`config.mk`:
```
export PLATFORM = sky130hd
export DESIGN_NAME = crc_stream_engine
export DESIGN_NICKNAME = d
export VERILOG_FILES = /design/src/rtl/crc_eng_pkg.sv /design/src/rtl/crc_fold_unit.sv /design/src/rtl/crc_out_stage.sv /design/src/rtl/crc_stream_engine.sv
export SDC_FILE = /design/constraint.sdc
export NUM_CORES = 1
export LEC_CHECK = 0
export ABC_AREA = 1
export CORE_MARGIN = 3
export CORE_UTILIZATION = 50
export DETAILED_ROUTE_END_ITERATION = 10
export PLACE_DENSITY = 0.74
export SLEW_MARGIN = 40
export SYNTH_ARGS = -nofsm -noshare
export SYNTH_HDL_FRONTEND = slang
export SYNTH_SLANG_ARGS = --single-unit
```
`constraint.sdc`:
```
create_clock -name clk -period 3.3 [get_ports clk]
set_clock_uncertainty 0.15 [all_clocks]
set_input_delay 0.66 -clock clk [delete_from_list [all_inputs] [get_ports clk]]
set_output_delay 0.66 -clock clk [all_outputs]
set_load 0.01 [all_outputs]
```
`src/rtl/crc_eng_pkg.sv`:
```
package crc_eng_pkg;

   // Mirror the bit order of a byte.
   function automatic logic [7:0] mirror8(input logic [7:0] b);
      logic [7:0] m;
      for (int i = 0; i < 8; i++) m[i] = b[7-i];
      return m;
   endfunction

endpackage

```
`src/rtl/crc_fold_unit.sv`:
```
// Folds one byte, MSB first, into the remainder through eight unrolled division steps.
module crc_fold_unit #(
   parameter int unsigned CRC_W = 16,
   parameter logic [CRC_W-1:0] POLY = 16'h1021
) (
   input  logic [CRC_W-1:0] rem_i,
   input  logic [7:0]       byte_i,
   output logic [CRC_W-1:0] rem_o
);
   localparam int unsigned STEPS = 8;

   logic [CRC_W-1:0] stage [STEPS+1];

   assign stage[0] = rem_i;

   for (genvar k = 0; k < STEPS; k++) begin : g_step
      logic fb;
      assign fb = stage[k][CRC_W-1] ^ byte_i[STEPS-1-k];
      assign stage[k+1] = {stage[k][CRC_W-2:0], 1'b0} ^ (fb ? POLY : '0);
   end

   assign rem_o = stage[STEPS];
endmodule

```
`src/rtl/crc_out_stage.sv`:
```
// Applies the optional final pattern and the optional byte reversal.
module crc_out_stage #(
   parameter int unsigned CRC_W = 16,
   parameter logic [CRC_W-1:0] XOR_OUT = 16'hFFFF
) (
   input  logic [CRC_W-1:0] rem_i,
   input  logic             xor_en_i,
   input  logic             swap_i,
   output logic [CRC_W-1:0] crc_o
);
   localparam int unsigned NBYTES = CRC_W / 8;

   logic [CRC_W-1:0] xored;
   logic [CRC_W-1:0] swapped;

   assign xored = xor_en_i ? (rem_i ^ XOR_OUT) : rem_i;

   if (NBYTES == 1) begin : g_single
      assign swapped = xored;
   end else begin : g_multi
      for (genvar b = 0; b < NBYTES; b++) begin : g_lane
         assign swapped[8*b +: 8] = xored[8*(NBYTES-1-b) +: 8];
      end
   end

   assign crc_o = swap_i ? swapped : xored;
endmodule

```
`src/rtl/crc_stream_engine.sv`:
```
module crc_stream_engine #(
   parameter int unsigned CRC_W = 16,
   parameter logic [CRC_W-1:0] POLY    = 16'h1021,
   parameter logic [CRC_W-1:0] INIT    = 16'hFFFF,
   parameter logic [CRC_W-1:0] XOR_OUT = 16'hFFFF
) (
   input  logic             clk,
   input  logic             rst_n,
   input  logic             cfg_lsb_first,
   input  logic             cfg_final_xor_en,
   input  logic             cfg_byte_swap,
   input  logic             in_valid,
   input  logic [7:0]       in_data,
   input  logic             in_sof,
   input  logic             in_eof,
   output logic [CRC_W-1:0] crc_out,
   output logic             crc_done,
   output logic             chk_ok
);
   import crc_eng_pkg::*;

   if (!(CRC_W == 8 || CRC_W == 16 || CRC_W == 32)) begin : g_bad_width
      $error("crc_stream_engine: CRC_W must be 8, 16 or 32");
   end
   if (POLY[0] != 1'b1) begin : g_bad_poly
      $error("crc_stream_engine: POLY must have its constant term set");
   end

   // Remainder of XOR_OUT divided into a zero register: the good-frame residue
   // when the final pattern is in use.
   function automatic logic [CRC_W-1:0] calc_residue();
      logic [CRC_W-1:0] r;
      logic fb;
      r = '0;
      for (int i = CRC_W - 1; i >= 0; i--) begin
         fb = r[CRC_W-1] ^ XOR_OUT[i];
         r  = {r[CRC_W-2:0], 1'b0} ^ (fb ? POLY : '0);
      end
      return r;
   endfunction

   localparam logic [CRC_W-1:0] RESIDUE = calc_residue();

   logic [CRC_W-1:0] rem_q;
   logic [CRC_W-1:0] rem_base;
   logic [CRC_W-1:0] rem_next;
   logic [7:0]       byte_ord;
   logic [CRC_W-1:0] crc_fin;
   logic [CRC_W-1:0] crc_q;
   logic             done_q;
   logic             chk_q;
   logic             last_beat;
   logic             rem_match;

   assign rem_base  = in_sof ? INIT : rem_q;
   assign byte_ord  = cfg_lsb_first ? mirror8(in_data) : in_data;
   assign last_beat = in_valid & in_eof;
   assign rem_match = (rem_next == (cfg_final_xor_en ? RESIDUE : '0));

   crc_fold_unit #(.CRC_W(CRC_W), .POLY(POLY)) u_fold (
      .rem_i  (rem_base),
      .byte_i (byte_ord),
      .rem_o  (rem_next)
   );

   crc_out_stage #(.CRC_W(CRC_W), .XOR_OUT(XOR_OUT)) u_out (
      .rem_i    (rem_next),
      .xor_en_i (cfg_final_xor_en),
      .swap_i   (cfg_byte_swap),
      .crc_o    (crc_fin)
   );

   always_ff @(posedge clk) begin
      if (!rst_n) begin
         rem_q  <= INIT;
         crc_q  <= '0;
         done_q <= 1'b0;
         chk_q  <= 1'b0;
      end else begin
         done_q <= last_beat;
         chk_q  <= last_beat & rem_match;
         if (in_valid)  rem_q <= rem_next;
         if (last_beat) crc_q <= crc_fin;
      end
   end

   assign crc_out  = crc_q;
   assign crc_done = done_q;
   assign chk_ok   = chk_q;
endmodule

```
==> results of run 1 <==
Yosys cell counts:
library cell	number	area share [%]
a211o_1	1	0.38
a21oi_1	33	7.1
buf_2	2	0.43
buf_6	3	1.4
clkbuf_1	10	1.6
clkinv_1	1	0.16
dfxtp_1	34	29
inv_1	28	4.5
inv_2	3	0.48
inv_8	1	0.48
nand2_1	115	19
nand2_2	20	5.4
nand2_4	4	1.9
nand3_1	68	15
nand3_2	2	0.86
nand3b_1	2	0.64
nor2_1	19	3.1
nor2_2	1	0.27
nor2_4	2	0.97
o211ai_1	2	0.64
o21ai_0	15	3.2
o221ai_1	1	0.38
or2_1	2	0.54
xnor2_1	1	0.38
xnor2_2	1	0.70
xor2_1	4	1.5
xor2_2	1	0.70
flip-flops by register name (all words and copies together) (netlist names):
name	cells
crc_out	16
rem_q	16
chk_ok	1
crc_done	1
power by group through the flow:
| stage | Sequential, mW | Combinational, mW | Clock, mW |
|---|---|---|---|
| after floorplan | 0.475 | 0.273 | 0 |
| after global placement | 0.472 | 0.386 | 0 |
| after detailed placement | 0.473 | 0.393 | 0 |
| after CTS | 0.464 | 0.395 | 0.327 |
| after global routing | 0.467 | 0.451 | 0.348 |
| final | 0.465 | 0.397 | 0.324 |
per-stage QoR:
stage	cell area (um2)	worst slack (ps)	hold WS, ps	cells
after floorplan	2332	1337	289.8	376
after global placement	2699	369.4	300.5	453
after detailed placement	2699	312.1	305.7	453
after CTS	2790	616.2	316.9	461
after global routing	2790	302.0	326.6	461
final	2790	591.9	314.4	461
tightest hold or removal path, delay by kind of cell (launching register included):
family	cells	cell delay [ps]
and+or+nand+nor	1	60
DFF	1	310
AOI/OAI and AO/OA	1	50
cells by family (layout without fill, tap and decap cells):
logic type      count (synthesis)  in the layout  synth area share, %
flops                          34             34                29.18
buf+inv                        48             81                9.120
xor+xnor                        7              7                3.273
compound gates                 52             52                11.70
simple gates                  235            235                46.73
how the worst min path moves through the flow:
stage	startpoint	to	slack [ps]
floorplan	rem_q[5]	rem_q[5]	290
global placement	rem_q[5]	rem_q[5]	300
detailed placement	rem_q[5]	rem_q[5]	310
CTS	crc_out[3]	crc_out[3]	320
global route	crc_out[3]	crc_out[3]	330
finish	crc_out[6]	crc_out[6]	310
per-layer routing:
layer,vias to the layer above,global-route usage [%],part of all wire (%)
li1,1284,-,-
met1,1154,33.42,46
met2,64,38.98,47
met3,16,4.054,4.4
met4,0,10.67,2.5
met5,-,0,0
final cells by class:
type                            count  area, um2
Multi-Input combinational cell    294       1439
Timing Repair Buffer               40      382.9
Tap cell                           52      65.06
Sequential cell                    34      680.7
Inverter                           33      131.4
Clock inverter                      1      5.005
Fill cell                         429       1624
Clock buffer                        7      86.33
==> impl_metrics.csv, run 1 <==
group,metric,value,unit
cts,numCtsBuffers,5,
floorplan,core,4414,um2
timing,maxSlewHeadroom,61.28,%
placement,io_buffer_count,33,
cts,clk_latency,300,ps
run,drv_cap,0,
critical_path,timing.critical_path.to,"chk_ok",
cts,post_cts_buffers,0,
cts,clock_path_buffers,2,
pwr,intPower,762.5,uW
critical_path,startpoint,"in_sof",
critical_path,rrSetupSlack,1500,ps
pwr,clkPwrFrac,27.3,%
floorplan,initial_core_util,52.83,%
yosys,seq_area_frac_synth,29.18,%
timing,final_max_slew_viol_count,0,
pwr,peakVddDrop,0.0002646,V
critical_path,worst_setup_path_start_kind,"primary input",
critical_path,slowest_stage,"clkdlybuf4s50_1",
pwr,p_leak,1.267,nW
critical_path,cp_slowest_stage_delay,600,ps
cells_and_area,fin_util,63.21,%
yosys,ys_ff_latch,34,
pwr,power.switching,422.5,uW
yosys,yosysUniqueCellTypes,27,
critical_path,critPathMostFrequentCell,"nand2_1",
yosys,synthesis.area,2332,um2
timing,fmax,369.3,MHz
yosys,synth_nets,392,
pwr,power.density,424.7,nW/um2
run_status,outcome,"finished clean",
global_route,grt_pass1_wl,10590,um
routing,vias,2518,
pwr,p_sw_share,35.66,%
routing,viasPerCell,5.462,
yosys,yosysWarnings,0,
pwr,p_total,1.185,mW
placement,place_congestion,0.8702,
timing,rsz0062_at_grt,"no",
pwr,seq_power_share,39.2,%
cts,holdBufCountCts,0,
yosys,synthCells,376,
critical_path,r2r-end,"crc_out[13]",
global_route,grt.total_usage,24.71,%
cells_and_area,layout.nets,424,
critical_path,critPathKind,"primary input to flip-flop",
cts,path_clk_slew,70,ps
floorplan,floorplan.io_pins,34,
floorplan,die_x,74.30,um
floorplan,die_area,5520,um2
timing,fin_crit_sh,82.06,%
critical_path,worst-endpoint-arrival,2790,ps
cts,cts_tree,"done",
cells_and_area,layout_common_cells,"115 x nand2_1, 68 x nand3_1, 34 x dfxtp_1",
routing,drtIter0Drc,183,
cells_and_area,diodes,0,
timing,worst_pin_slew,580.1,ps
critical_path,cp.required,3380,ps
routing,drt.antenna.violating_nets,0,
global_route,grt_max_degree,29,
global_route,overflow,0,
critical_path,crit_buf_inv,3,
timing,setup_violations,0,
cells_and_area,final_common_cell,"nand2_1",
critical_path,worstReg2RegStart,"rem_q[12]",
critical_path,crit_fanout,13,
routing,dr.pass1.iters,4,
cells_and_area,area_growth,19.64,%
placement,place_hpwl,4708,um
cts,cts-root-buf,"clkbuf_8",
hold_path,worst_hold_path_type,"flip-flop to flip-flop",
critical_path,end_kind,"flip-flop",
routing,wl,6123,um
timing,fin_crit,2708,ps
cts,clock_sinks,34,
pwr,comb_power_share,33.5,%
hold_path,whs_path_depth,2,
floorplan,die_height,74.30,um
cells_and_area,drive_above_1_share,11.98,%
cts,htreeDepth,2,
routing,drcViolationCount,0,
cts,cts-resized-gates,0,
global_route,grt_pass1_vias,2372,
timing,setup_tns,0,ps
yosys,syn_avg_cell_area,6.203,um2
global_route,antenna_found_initial,0,
floorplan,num_rows,24,
critical_path,r2r_cells,11,
timing,finalHoldViolations,0,
critical_path,cp_top_family,"buffers and inverters",
critical_path,cp.depth,13,
routing,wl_per_cell,13.28,um
critical_path,path_cells,"clkdlybuf4s50_1, buf_4, inv_1, nand2_1, nand3_1, nand2_2, xor2_1, nand2_1, nand2_1, nand2_1, nor2_1, nand3b_1, nor2_1",
Power figures use the tool's default switching activity.
==> run 2, diff against run 1 <==
Clock period 3.3 ns to 2.7 ns, I/O delays scaled along.
==> run 2 against run 1 <==
Effect of this change:
- final area rose by 0.40%
- combinational power rose by 24%
- utilization rose by 0.26 points
- highest routed layer unchanged
==> impl_metrics.csv, run 2 (synthesized netlist as in run 1, its figures left out) <==
group,metric,value,unit
timing,fin_crit_sh,88.16,%
timing,final_max_slew_viol_count,0,
routing,wl_per_cell,13.29,um
timing,worst_pin_slew,524.0,ps
global_route,grt_pass1_wl,10070,um
cts,cts-root-buf,"clkbuf_8",
timing,maxSlewHeadroom,65.03,%
cells_and_area,layout_common_cells,"115 x nand2_1, 68 x nand3_1, 34 x dfxtp_1",
timing,finalHoldViolations,0,
timing,setup_violations,0,
pwr,p_leak,1.272,nW
cells_and_area,layout.nets,425,
cts,clock_path_buffers,2,
timing,fmax,420.1,MHz
routing,dr.pass1.iters,5,
placement,post-place-ws,50.48,ps
floorplan,die_area,5520,um2
global_route,overflow,0,
cts,path_clk_slew,70,ps
placement,place_hpwl,4715,um
critical_path,worst_setup_path_start_kind,"primary input",
cells_and_area,diodes,0,
cts,htreeDepth,2,
routing,drcViolationCount,0,
routing,vias,2476,
cts,clock_sinks,34,
cts,cts_tree,"done",
global_route,grt.total_usage,23.39,%
pwr,peakVddDrop,0.0003360,V
placement,place_congestion,0.9222,
pwr,power.density,511.5,nW/um2
hold_path,worst_hold_path_type,"flip-flop to flip-flop",
cts,post_cts_buffers,0,
floorplan,core,4414,um2
critical_path,crit_fanout,9,
cts,numCtsBuffers,5,
timing,rsz0062_at_grt,"no",
critical_path,critPathKind,"primary input to flip-flop",
timing,setup_tns,0,ps
cells_and_area,final_common_cell,"nand2_1",
critical_path,r2r_cells,11,
floorplan,die_x,74.30,um
hold_path,whs_path_depth,2,
floorplan,num_rows,24,
floorplan,initial_core_util,52.83,%
routing,drtIter0Drc,266,
cts,clk_latency,280,ps
critical_path,worst-endpoint-arrival,2450,ps
run_status,outcome,"finished clean",
floorplan,floorplan.io_pins,34,
run,drv_cap,0,
floorplan,die_height,74.30,um
critical_path,cp.required,2770,ps
timing,fin_crit,2380,ps
routing,drt.antenna.violating_nets,0,
critical_path,worstReg2RegStart,"rem_q[15]",
cts,holdBufCountCts,0,
placement,io_buffer_count,33,
routing,wl,6115,um
critical_path,r2r-end,"crc_out[15]",
cts,cts-resized-gates,0,
hold_path,worstHoldStart,"crc_out[0]",
global_route,grt_max_degree,29,
hold_path,min_to,"crc_out[0]",
pwr,p_total,1.433,mW
global_route,antenna_found_initial,0,
timing,finalWorstSetupSlack,319.7,ps
cells_and_area,drive_above_1_share,12.01,%
global_route,grt_pass1_vias,2195,
critical_path,end_kind,"flip-flop",
cells_and_area,area_growth,20.12,%
critical_path,rrSetupSlack,910,ps
routing,viasPerCell,5.383,
run 2: cell types whose count changed in the layout (fill, tap and decap cells not counted), sizes merged:
cell    change
clkbuf      -1
clkinv      -1
buf         +1
run 2: worst max path at each step:
stage           start          end  cells past startpoint
2_1_floorplan  in_sof   crc_out[6]                     12
3_3_place_gp   in_sof   crc_out[5]                     13
3_5_place_dp   in_sof   crc_out[5]                     13
4_1_cts        in_sof   crc_out[5]                     13
5_1_grt        in_sof       chk_ok                     15
6_report       in_sof  crc_out[15]                     13
run 2: critical path, stage by stage:
cell	delay, ps
clkdlybuf4s50_1	450
buf_4	200
nor2_1	180
inv_1	80
nand3_1	80
nand2_1	140
nand2_1	90
nand3_1	130
nand2_2	160
nand2_1	100
nand3_1	90
nand3_1	90
a21oi_1	130
run 2: area by class of cell:
class,count,area [um2]
Fill cell,436,1613
Multi-Input combinational cell,294,1439
Sequential cell,34,680.7
Timing Repair Buffer,41,402.9
Inverter,33,131.4
Clock buffer,6,82.58
Tap cell,52,65.06
run 2: metal layers:
metal  part of all wire (%)  vias to the layer above  GRT usage, %
met1                     48                     1121         32.98
met2                     46                       68         37.70
met4                   0.65                        0         4.941
met5                      0                        -             0
li1                       -                     1282             -
met3                    5.5                        5         4.054
run 2: per-stage QoR:
stage          std cells  util (%)  instance area, um2  hold WS, ps
3_3_place_gp         454     61.59                2719        303.8
5_1_grt              460     63.46                2801        335.3
3_5_place_dp         454     61.59                2719        308.3
4_1_cts              460     63.46                2801        318.2
2_1_floorplan        376         -                2332        289.8
6_report             460     63.46                2801        316.3
run 2: power by group:
part	total [mW]	switching, mW	leakage [nW]	internal [mW]
Clock	0.374	0.177	0.0431	0.197
Combinational	0.492	0.306	0.948	0.187
Sequential	0.567	0.0241	0.281	0.543
==> run 3, diff against run 2 <==
Settings changed: SYNTH_HIERARCHICAL set to 1.
==> run 3 against run 2 <==
Effect of this change:
- global-route usage fell by 1.9 points
- critical path type unchanged
- total power rose by 6.0%
- non-clock buffer count rose by 23
- highest routed layer unchanged
- combinational power rose by 20%
==> impl_metrics.csv, run 3 <==
group,metric,value,unit
yosys,yosysUniqueCellTypes,23,
hold_path,worst_hold_path_type,"flip-flop to flip-flop",
timing,worst_pin_slew,384.6,ps
cells_and_area,layout_common_cells,"131 x nand2_1, 62 x nand3_1, 51 x inv_1",
critical_path,crit_fanout,16,
routing,drtIter0Drc,178,
yosys,synthTopCellsByCount,"132 x nand2_1, 62 x nand3_1, 51 x inv_1",
hold_path,whs_path_depth,2,
cts,clock_sinks,34,
global_route,antenna_found_initial,0,
routing,viasPerCell,4.883,
cells_and_area,fin_util,67.08,%
yosys,synth_top_area_share,27.73,%
cts,cts-resized-gates,0,
critical_path,worst-endpoint-arrival,2540,ps
floorplan,die_x,76.07,um
yosys,synth_ff_type,"dfxtp_1",
yosys,synthArstFlopShare,0,%
floorplan,die_area,5787,um2
critical_path,slowest_stage,"clkdlybuf4s50_1",
routing,vias,2627,
global_route,grt_max_degree,34,
cells_and_area,layout.nets,489,
critical_path,timing.critical_path.to,"chk_ok",
cts,cts-root-buf,"clkbuf_8",
critical_path,worst_setup_path_start_kind,"primary input",
placement,place_congestion,0.8725,
timing,finalHoldViolations,0,
critical_path,r2r_cells,13,
yosys,syn_avg_cell_area,5.803,um2
yosys,synth_edf_count,0,
yosys,ys_ff_latch,34,
timing,fin_crit,2453,ps
yosys,synthCells,423,
yosys,synth_top_cell_by_area,"dfxtp_1",
global_route,grt_pass1_wl,10430,um
cells_and_area,stdcell_area,3042,um2
cts,path_clk_slew,70,ps
run,drv_cap,0,
run_status,outcome,"finished clean",
critical_path,cp_slowest_stage_delay,470,ps
pwr,p_total,1.519,mW
cells_and_area,drive_above_1_share,17.12,%
pwr,peakVddDrop,0.0003139,V
placement,placed_area,2954,um2
critical_path,end_kind,"flip-flop",
timing,setup_tns,0,ps
critical_path,startpoint,"cfg_lsb_first",
critical_path,critPathKind,"primary input to flip-flop",
cts,holdBufCountCts,0,
cells_and_area,diodes,0,
cells_and_area,final_common_cell,"nand2_1",
yosys,seq_area_frac_synth,27.73,%
cells_and_area,ff_latch_area,680.7,um2
timing,setup_violations,0,
critical_path,cp.required,2790,ps
global_route,grt_pass1_vias,2389,
yosys,synth_nets,439,
cells_and_area,multi_input_area,1416,um2
cts,numCtsBuffers,5,
timing,rsz0062_at_grt,"no",
global_route,overflow,0,
global_route,grt.total_usage,21.51,%
critical_path,cp_top_family,"simple AND/OR/NAND/NOR gates",
floorplan,core,4534,um2
timing,fmax,407.6,MHz
yosys,synthesis.area,2455,um2
critical_path,worstReg2RegStart,"rem_q[15]",
cells_and_area,layoutNonFillerInstCount,538,
timing,final_max_slew_viol_count,0,
cts,cts_tree,"done",
routing,drcViolationCount,0,
cts,clock_path_buffers,2,
routing,wl_per_cell,11.13,um
floorplan,die_height,76.07,um
cts,htreeDepth,2,
cells_and_area,fillCellCount,424,
placement,place_hpwl,4581,um
floorplan,num_rows,24,
cts,clk_latency,300,ps
pwr,power.density,499.5,nW/um2
yosys,synth.most_common_cell,"nand2_1",
critical_path,crit_buf_inv,3,
routing,drt.antenna.violating_nets,0,
critical_path,rrSetupSlack,730,ps
critical_path,cp.depth,16,
floorplan,floorplan.io_pins,34,
pwr,p_leak,1.655,nW
timing,fin_crit_sh,90.87,%
floorplan,initial_core_util,54.14,%
routing,wl,5988,um
critical_path,r2r-end,"crc_out[0]",
yosys,yosysWarnings,6,
cts,post_cts_buffers,0,
critical_path,path_cells,"clkdlybuf4s50_1, buf_6, nor2_1, a21oi_1, inv_2, nand2_1, nand2_2, nand2_2, nand2_2, nand2_1, nand2_1, nor2_1, nand2_1, nor2_1, nand3_1, nor2_1",
routing,dr.pass1.iters,4,
cells_and_area,area_growth,23.90,%
placement,place_inst,531,
yosys,synthTopCellsByArea,"dfxtp_1 28%, nand2_1 20%, nand3_1 13%, inv_1 7.8%, nor2_1 7.3%",
placement,io_buffer_count,33,
timing,maxSlewHeadroom,74.32,%
run 3: changes by cell type in the layout (fill, tap and decap cells not counted), sizes merged, moves of 14 or more:
| cell | change |
|---|---|
| or2 | +14 |
| buf | +23 |
| inv | +22 |
| nor2 | +26 |
| nand2 | +15 |
| a21oi | -29 |
run 3: cell families after synthesis:
family,synth area share (%)
simple gates,50.05
xor+xnor,1.427
compound gates,6.116
flops,27.73
buf+inv,14.68
run 3: per-stage QoR:
| stage | worst slack (ps) | hold slack [ps] |
|---|---|---|
| CTS | 81.55 | 308.6 |
| detailed placement | -219.8 | 290.6 |
| global route | 19.07 | 324.3 |
| global placement | -151.4 | 282.2 |
| finish | 246.5 | 309.9 |
| floorplan | 556.6 | 271.4 |
run 3: layout make-up:
type / instances / area share (%)
Clock inverter: 2 / 0.3291
Inverter: 55 / 7.075
Tap cell: 65 / 2.674
Sequential cell: 34 / 22.38
Multi-Input combinational cell: 313 / 46.57
Clock buffer: 5 / 2.262
Timing Repair Buffer: 64 / 18.72
run 3: worst min path at each step:
stage                   start         to  slack, ps
floorplan           rem_q[10]  rem_q[10]        270
global placement    rem_q[10]  rem_q[10]        280
detailed placement  rem_q[13]  rem_q[13]        290
CTS                 rem_q[13]  rem_q[13]        310
global route        rem_q[13]  rem_q[13]        320
finish              rem_q[13]  rem_q[13]        310
run 3: per-layer routing:
| metal | track usage (%) | up-vias | wire [um] |
|---|---|---|---|
| li1 | - | 1395 | - |
| met1 | 28.05 | 1174 | 2918 |
| met2 | 35.99 | 50 | 2731 |
| met3 | 4.846 | 8 | 269 |
| met4 | 5.435 | 0 | 68 |
| met5 | 0 | - | 0 |
run 3: worst reg2reg max path, delay by kind of cell, from the launching register on:
kind | cells | cell delay (ps)
simple gates | 11 | 1160
flops | 1 | 320
compound gates | 1 | 160
buf+inv | 1 | 80
run 3: where the power goes:
group          switching (mW)  internal [mW]
Clock                   0.191          0.173
Combinational           0.337          0.255
Sequential             0.0194          0.544
